--- config.mk ---
export PLATFORM = sky130hd
export DESIGN_NAME = reconf_regbank
export DESIGN_NICKNAME = d
export VERILOG_FILES = /design/src/rtl/reconf_regbank.sv
export SDC_FILE = /design/constraint.sdc
export NUM_CORES = 1
export LEC_CHECK = 0
export BUFFER_PORTS_ARGS = -buffer_cell sky130_fd_sc_hd__buf_4
export CAP_MARGIN = 20
export CELL_PAD_IN_SITES_DETAIL_PLACEMENT = 1
export CELL_PAD_IN_SITES_GLOBAL_PLACEMENT = 2
export CORE_ASPECT_RATIO = 0.7
export CORE_MARGIN = 1.5
export CORE_UTILIZATION = 35
export DETAILED_ROUTE_END_ITERATION = 10
export PLACE_DENSITY_LB_ADDON = 0.2
export SETUP_SLACK_MARGIN = 0.02
export SLEW_MARGIN = 20
export SYNTH_ARGS = -nofsm -noshare
export SYNTH_HDL_FRONTEND = slang
export SYNTH_SLANG_ARGS = --single-unit
export TNS_END_PERCENT = 50
--- constraint.sdc ---
create_clock -name clk -period 2.15 [get_ports clk]
set_input_delay 0.1075 -clock clk [delete_from_list [all_inputs] [get_ports clk]]
set_output_delay 0.1075 -clock clk [all_outputs]
set_load 0.005 [all_outputs]
--- src/rtl/reconf_regbank.sv ---
module reconf_regbank #(
  parameter int WDOG_LIMIT = 1024
) (
  input  logic        clk,
  input  logic        rst_n,
  input  logic        bus_wr,
  input  logic [4:0]  bus_addr,
  input  logic [31:0] bus_wdata,
  output logic [31:0] bus_rdata,
  output logic [5:0]  cfg_rd_addr,
  output logic        cfg_rd_start,
  output logic        reprog_start,
  input  logic        seq_busy,
  input  logic        seq_done,
  input  logic [15:0] seq_data,
  output logic        seq_rst,
  output logic [31:0] gold_base,
  output logic [31:0] multi_base,
  output logic [31:0] flash_word
);
  localparam int          WD_W      = (WDOG_LIMIT > 1) ? $clog2(WDOG_LIMIT) : 1;
  localparam logic [31:0] FLASH_RST = 32'h1000_0000;
  localparam int          FLASH_W   = 29;

  logic [2:0]         word;
  logic               wr_ctrl, wr_stat, wr_gold, wr_multi, wr_flash;
  logic               rd_req, start_ok, wd_hit;
  logic               unlock, img_valid, wd_flag;
  logic [15:0]        img;
  logic [WD_W-1:0]    wd_cnt;
  logic [FLASH_W-1:0] flash_q;

  assign word     = bus_addr[4:2];
  assign wr_ctrl  = bus_wr && (word == 3'd0);
  assign wr_stat  = bus_wr && (word == 3'd1);
  assign wr_gold  = bus_wr && (word == 3'd2);
  assign wr_multi = bus_wr && (word == 3'd3);
  assign wr_flash = bus_wr && (word == 3'd4);
  assign rd_req   = wr_ctrl && bus_wdata[6];
  assign start_ok = wr_ctrl && bus_wdata[17] && unlock;
  assign wd_hit   = seq_busy && (wd_cnt == WD_W'(WDOG_LIMIT - 1));

  assign flash_word = {3'b000, flash_q};

  always_ff @(posedge clk or negedge rst_n) begin
    if (!rst_n) begin
      cfg_rd_addr  <= '0;
      unlock       <= 1'b0;
      cfg_rd_start <= 1'b0;
      reprog_start <= 1'b0;
    end else begin
      cfg_rd_start <= rd_req;
      reprog_start <= start_ok;
      if (wr_ctrl) begin
        cfg_rd_addr <= bus_wdata[5:0];
        unlock      <= start_ok ? 1'b0 : bus_wdata[16];
      end
    end
  end

  always_ff @(posedge clk or negedge rst_n) begin
    if (!rst_n) begin
      img       <= '0;
      img_valid <= 1'b0;
    end else begin
      if (seq_done) img <= seq_data;
      if (rd_req)        img_valid <= 1'b0;
      else if (seq_done) img_valid <= 1'b1;
    end
  end

  always_ff @(posedge clk or negedge rst_n) begin
    if (!rst_n) begin
      wd_cnt  <= '0;
      seq_rst <= 1'b0;
      wd_flag <= 1'b0;
    end else begin
      seq_rst <= wd_hit;
      if (!seq_busy || wd_hit) wd_cnt <= '0;
      else                     wd_cnt <= wd_cnt + 1'b1;
      if (wd_hit)                        wd_flag <= 1'b1;
      else if (wr_stat && !bus_wdata[17]) wd_flag <= 1'b0;
    end
  end

  always_ff @(posedge clk or negedge rst_n) begin
    if (!rst_n) begin
      gold_base  <= '0;
      multi_base <= '0;
      flash_q    <= FLASH_RST[FLASH_W-1:0];
    end else begin
      if (wr_gold)  gold_base  <= bus_wdata;
      if (wr_multi) multi_base <= bus_wdata;
      if (wr_flash) flash_q    <= bus_wdata[FLASH_W-1:0];
    end
  end

  always_comb begin
    case (word)
      3'd0:    bus_rdata = {14'd0, 1'b0, unlock, 10'd0, cfg_rd_addr};
      3'd1:    bus_rdata = {14'd0, wd_flag, img_valid, img};
      3'd2:    bus_rdata = gold_base;
      3'd3:    bus_rdata = multi_base;
      3'd4:    bus_rdata = flash_word;
      default: bus_rdata = '0;
    endcase
  end
endmodule

# [Yosys cells after proc, flatten, opt, wreduce, memory -nomap -nowiden]
# Index checks and enable logic that the tools add are counted.
[word_totals] input_bits=58 register_bits=131 wordCells=41
[classes] n_reduce_logical=16 n_eq_ne=5 add_sub_neg=1 n_mux=7
[ops] operator="one-hot mux 32 bit (5 select lines)" n=1
[ops] operator="adder 10 x 1 -> 10 bit, second input constant" n=1
[ops] operator="equality test 10 bit, second input constant" n=1
[ops] operator="logical AND 1 bit" n=10
[ops] operator="2-to-1 mux 10 bit" n=1
[ops] operator="equality test 3 x 2 -> 1 bit, second input constant" n=2
[ops] operator="2-to-1 mux 1 bit" n=5
[ops] operator="nonzero test 2 bit" n=2
[ops] operator="equality test 3 x 1 -> 1 bit, second input constant" n=1
[ops] operator="equality test 3 bit, second input constant" n=1
[ops] operator="zero test 3 bit" n=1
[ops] operator="zero test 1 bit" n=2
[ops] operator="logical OR 1 bit" n=1

# [Longest topological paths before layout]
[depth] word_depth=5 depth_mapped=6

# [Worst setup path before layout]
# No wires, ideal clock.
[synth_path] path_kind="reg2reg" from="reg wd_cnt[0]" to="reg wd_cnt[8]" stages_incl_launch_ff=5 path_buffers=0 period_less_slack_ns=1.457 setup_slack_ns=0.693 arrival_ns=1.379 t_required_ns=2.073 cell_sequence="dfrtp_1 ha_1 nand3_1 or4_1 a21oi_1"
[synth_via] elab_chain_len=4 elab_cells_between_ends=5
[synth_lines] item="start: declaration" line_no="30" text="logic [WD_W-1:0] wd_cnt;"
[synth_lines] item="start signal: assignment" line_no="80" text="else wd_cnt <= wd_cnt + 1'b1;"
[synth_lines] item="parallel branches: the longest is 3 deep, another holds adder 10 x 1 -> 10 bit"
[synth_lines] item="2-to-1 mux 10 bit (*)" line_no="79" text="if (!seq_busy || wd_hit) wd_cnt <= '0;"
# Every way passes the cells marked *.
# A chain may end at the register's enable or synchronous reset.

# [Worst setup path after layout]
[layout_path] from="in bus_addr[3]" to="out bus_rdata[0]"
[layout_via] elab_chain_len=2 elab_cells_between_ends=6
[layout_lines] item="start: declaration" line_no="7" text="input logic [4:0] bus_addr,"
[layout_lines] item="equality test 3 bit (tied with other cells)" line_no="99" text="case (word)"
[layout_lines] item="one-hot mux 32 bit (5 select lines) (*)" line_no="99"
[layout_lines] item="end: declaration" line_no="9" text="output logic [31:0] bus_rdata,"
# Mark *: on every way between the ends. The rest lies on a longest branch, timed or not.

==> metrics.yaml <==
worstMarginPinSlew_ps: 747
p_clk_share_pct: 36.4
seq_power_share_pct: 40.9
synth_top_cell_area_share_pct: 54.9
intPower_mw: 5.96
synthTopCellsByCount: "130 x dfrtp_1, 83 x mux2_2, 43 x mux2_1, 28 x mux2i_1"
slew_headroom_pct: 50.0
crit_buf_inv: 3
leakagePower_nw: 4.03
multiInputGateArea_um2: 2480
dp_cells: 850
cp_slowest_cell: "nor2b_1"
start_util_pct: 36.0
drive_gt1_share_pct: 46.3
clk_pin_slew_ps: 60
fin_cells: 931
crit_fanout: 13
critical_path_class: "in2out"
netlist_instances: 447
antenna_found_initial: 1
synthFlopType: "dfrtp_1"
max_clock_freq_mhz: 581
io_buffers: 189
drc_errors: 0
gr-usage-met2_pct: 34.7
synth_cell_types: 39
crit_arrival_ps: 1610
drt_first_iter_violations: 160
overflow: 0
ys_ff_latch: 131
cp_top_family: "buffers and inverters"
dp.final_hpwl_mm: 12.3
p_per_area_nw_per_um2: 929
avgRoutedWirePerCell_um: 19.7
hold_path.class: "in2reg"
die-area_um2: 17700
drv_slew: 0
num_antenna_cells: 0
cp_common_cell: "buf_4"
synth_edf_count: 0
pre_cts_ws_ps: 357
synth_top_cell_by_area: "dfrtp_1"
synth.most_common_cell: "dfrtp_1"
endpoint_kind: "output port"
final_core_util_pct: 53.0
grt_pass1_vias: 4956
drv_cap: 0
worst_setup_path_start_kind: "input pin"
cts_hold_buf: 49
min_period_ps: 1720
final-hold-violation-count: 0
peakVddDrop_mv: 0.451
globalplace.congestion: 0.772
regArea_um2: 3280
nNetsFinal: 752
wirelength_mm: 18.3
cts_made_buffers: 17
htreeDepth: 4
finalSetupViolCount: 0
grt_max_degree: 69
fp.dieW_um: 159
p_sw_mw: 2.13
holdWs_ps: 19.8
clkLatencyLatePin_ps: 410
worstPathCellList: "buf_4, buf_4, nor2b_1, a2bb2oi_1, o22ai_1, buf_4"
comb_power_share_pct: 22.8
fin_crit_sh_pct: 80.0
grt_pass1_wl_mm: 28.9
grt_util_all_layers_pct: 21.8
cts_resized: 0
drt_pass1_iterations: 4
clkSinkCount: 131
clockBufferDepth: 2
cts-root-buf: "clkbuf_16"
sw_frac_of_total_pct: 26.3
setup_ws_ps: 430
viasPerCell: 4.95
post_cts_buffers: 0
use_met1_pct: 28.8
globalRouteMet3Util_pct: 6.81
rsz0062_at_grt: "no"
die_y_um: 112
ys_warn_count: 0
placementRows: 39
fp.coreArea_um2: 16400
ys_top_cells_by_area: "dfrtp_1 55%, mux2_2 16%, mux2_1 8.2%, mux2i_1 4.7%, o21ai_0 2.3%"
cts_tree: "yes"
syn-cell-area_um2: 5930
tns_ps: 0
fin_skew_ps: 5.73
ys_seq_area_share_pct: 55.3
syn_avg_cell_area_um2: 13.3
async_flop_share_pct: 100
required_ps: 2040
ant_nets: 0
vias: 4612
busiest_layer: "met2"
fillers: 1727
area.growth.synth_to_final_pct: 46.9
ios: 195
outcome: "finished clean"
max_stage_delay_ps: 530
==> cell type report <==
cell class | count | area share [%]
clock inverter | 9 | 1.15
timing repair buffer | 254 | 23.5
tap | 225 | 3.23
sequential | 131 | 37.7
inverter | 4 | 0.172
clock buffer | 23 | 5.83
multi-input combinational | 285 | 28.5
==> per-layer routing <==
metal,routed length (um),vias to the layer above
met5,13,-
met4,145,2
met3,1110,15
li1,-,2106
met2,8570,130
met1,8490,2359
==> metrics by stage <==
step,total power [mW],area (um^2)
after floorplan,3.96,5940
after global placement,5.07,7610
after detailed placement,5.13,7610
after CTS,8.19,8710
after global routing,8.50,8710
final,8.09,8710
==> worst min-delay path: stages <==
cell and delay [ps]:
buf_4 130, nand2_1 80, o21ai_0 80
==> registers in the layout, summed over array words and instances (netlist names), 6 cells and up <==
signal       flops
img             16
multi_base      32
flash_q         29
cfg_rd_addr      6
wd_cnt          10
gold_base       32
==> path summary, 6_finish.rpt <==
path	from	endpoint	slack (ps)	depth (start not counted)
min in group asynchronous	rst_n	multi_base[3]	270	2
worst max-delay path	bus_addr[3]	bus_rdata[0]	430	6
max in group asynchronous	rst_n	wd_flag	1070	3
worst min register to register	img[13]	img[13]	500	1
worst max register to register	wd_cnt[0]	wd_cnt[8]	510	4
worst min-delay path	seq_busy	wd_cnt[9]	20	3
==> cells in the final DEF, fill, tap and decap left out, drive strengths merged, types with 3 or more instances in the layout <==
cell	instances
nor2	10
clkinv	5
dlygate4sd3	49
or3	3
mux2	126
nand2b	3
dfrtp	130
inv	4
a22oi	11
a2bb2oi	7
a21oi	5
nand2	27
conb	3
mux2i	28
clkbuf	23
nand3	6
o22ai	7
and2	3
buf	205
o21ai	27
==> power by group through the flow <==
stage | clock network, mW | registers [mW] | logic, mW
6_report | 2.94 | 3.31 | 1.84
5_1_grt | 3.11 | 3.38 | 2.01
2_1_floorplan | 0 | 3.29 | 0.670
4_1_cts | 3.02 | 3.30 | 1.87
3_5_place_dp | 0 | 3.34 | 1.79
3_3_place_gp | 0 | 3.32 | 1.75
==> cell families (layout without fill, tap and decap cells) <==
logic type	after synthesis	in the layout	synth area share, %
adders and majority gates	1	1	0.211
and+or+nand+nor	63	63	5.66
muxes	154	154	28.7
DFF	131	131	55.3
AOI/OAI and AO/OA	61	61	6.44
buffers and inverters	33	290	3.21
xor gates and xnor gates	3	3	0.443
other	1	3	0.0633
Power figures use the tool's default switching activity.
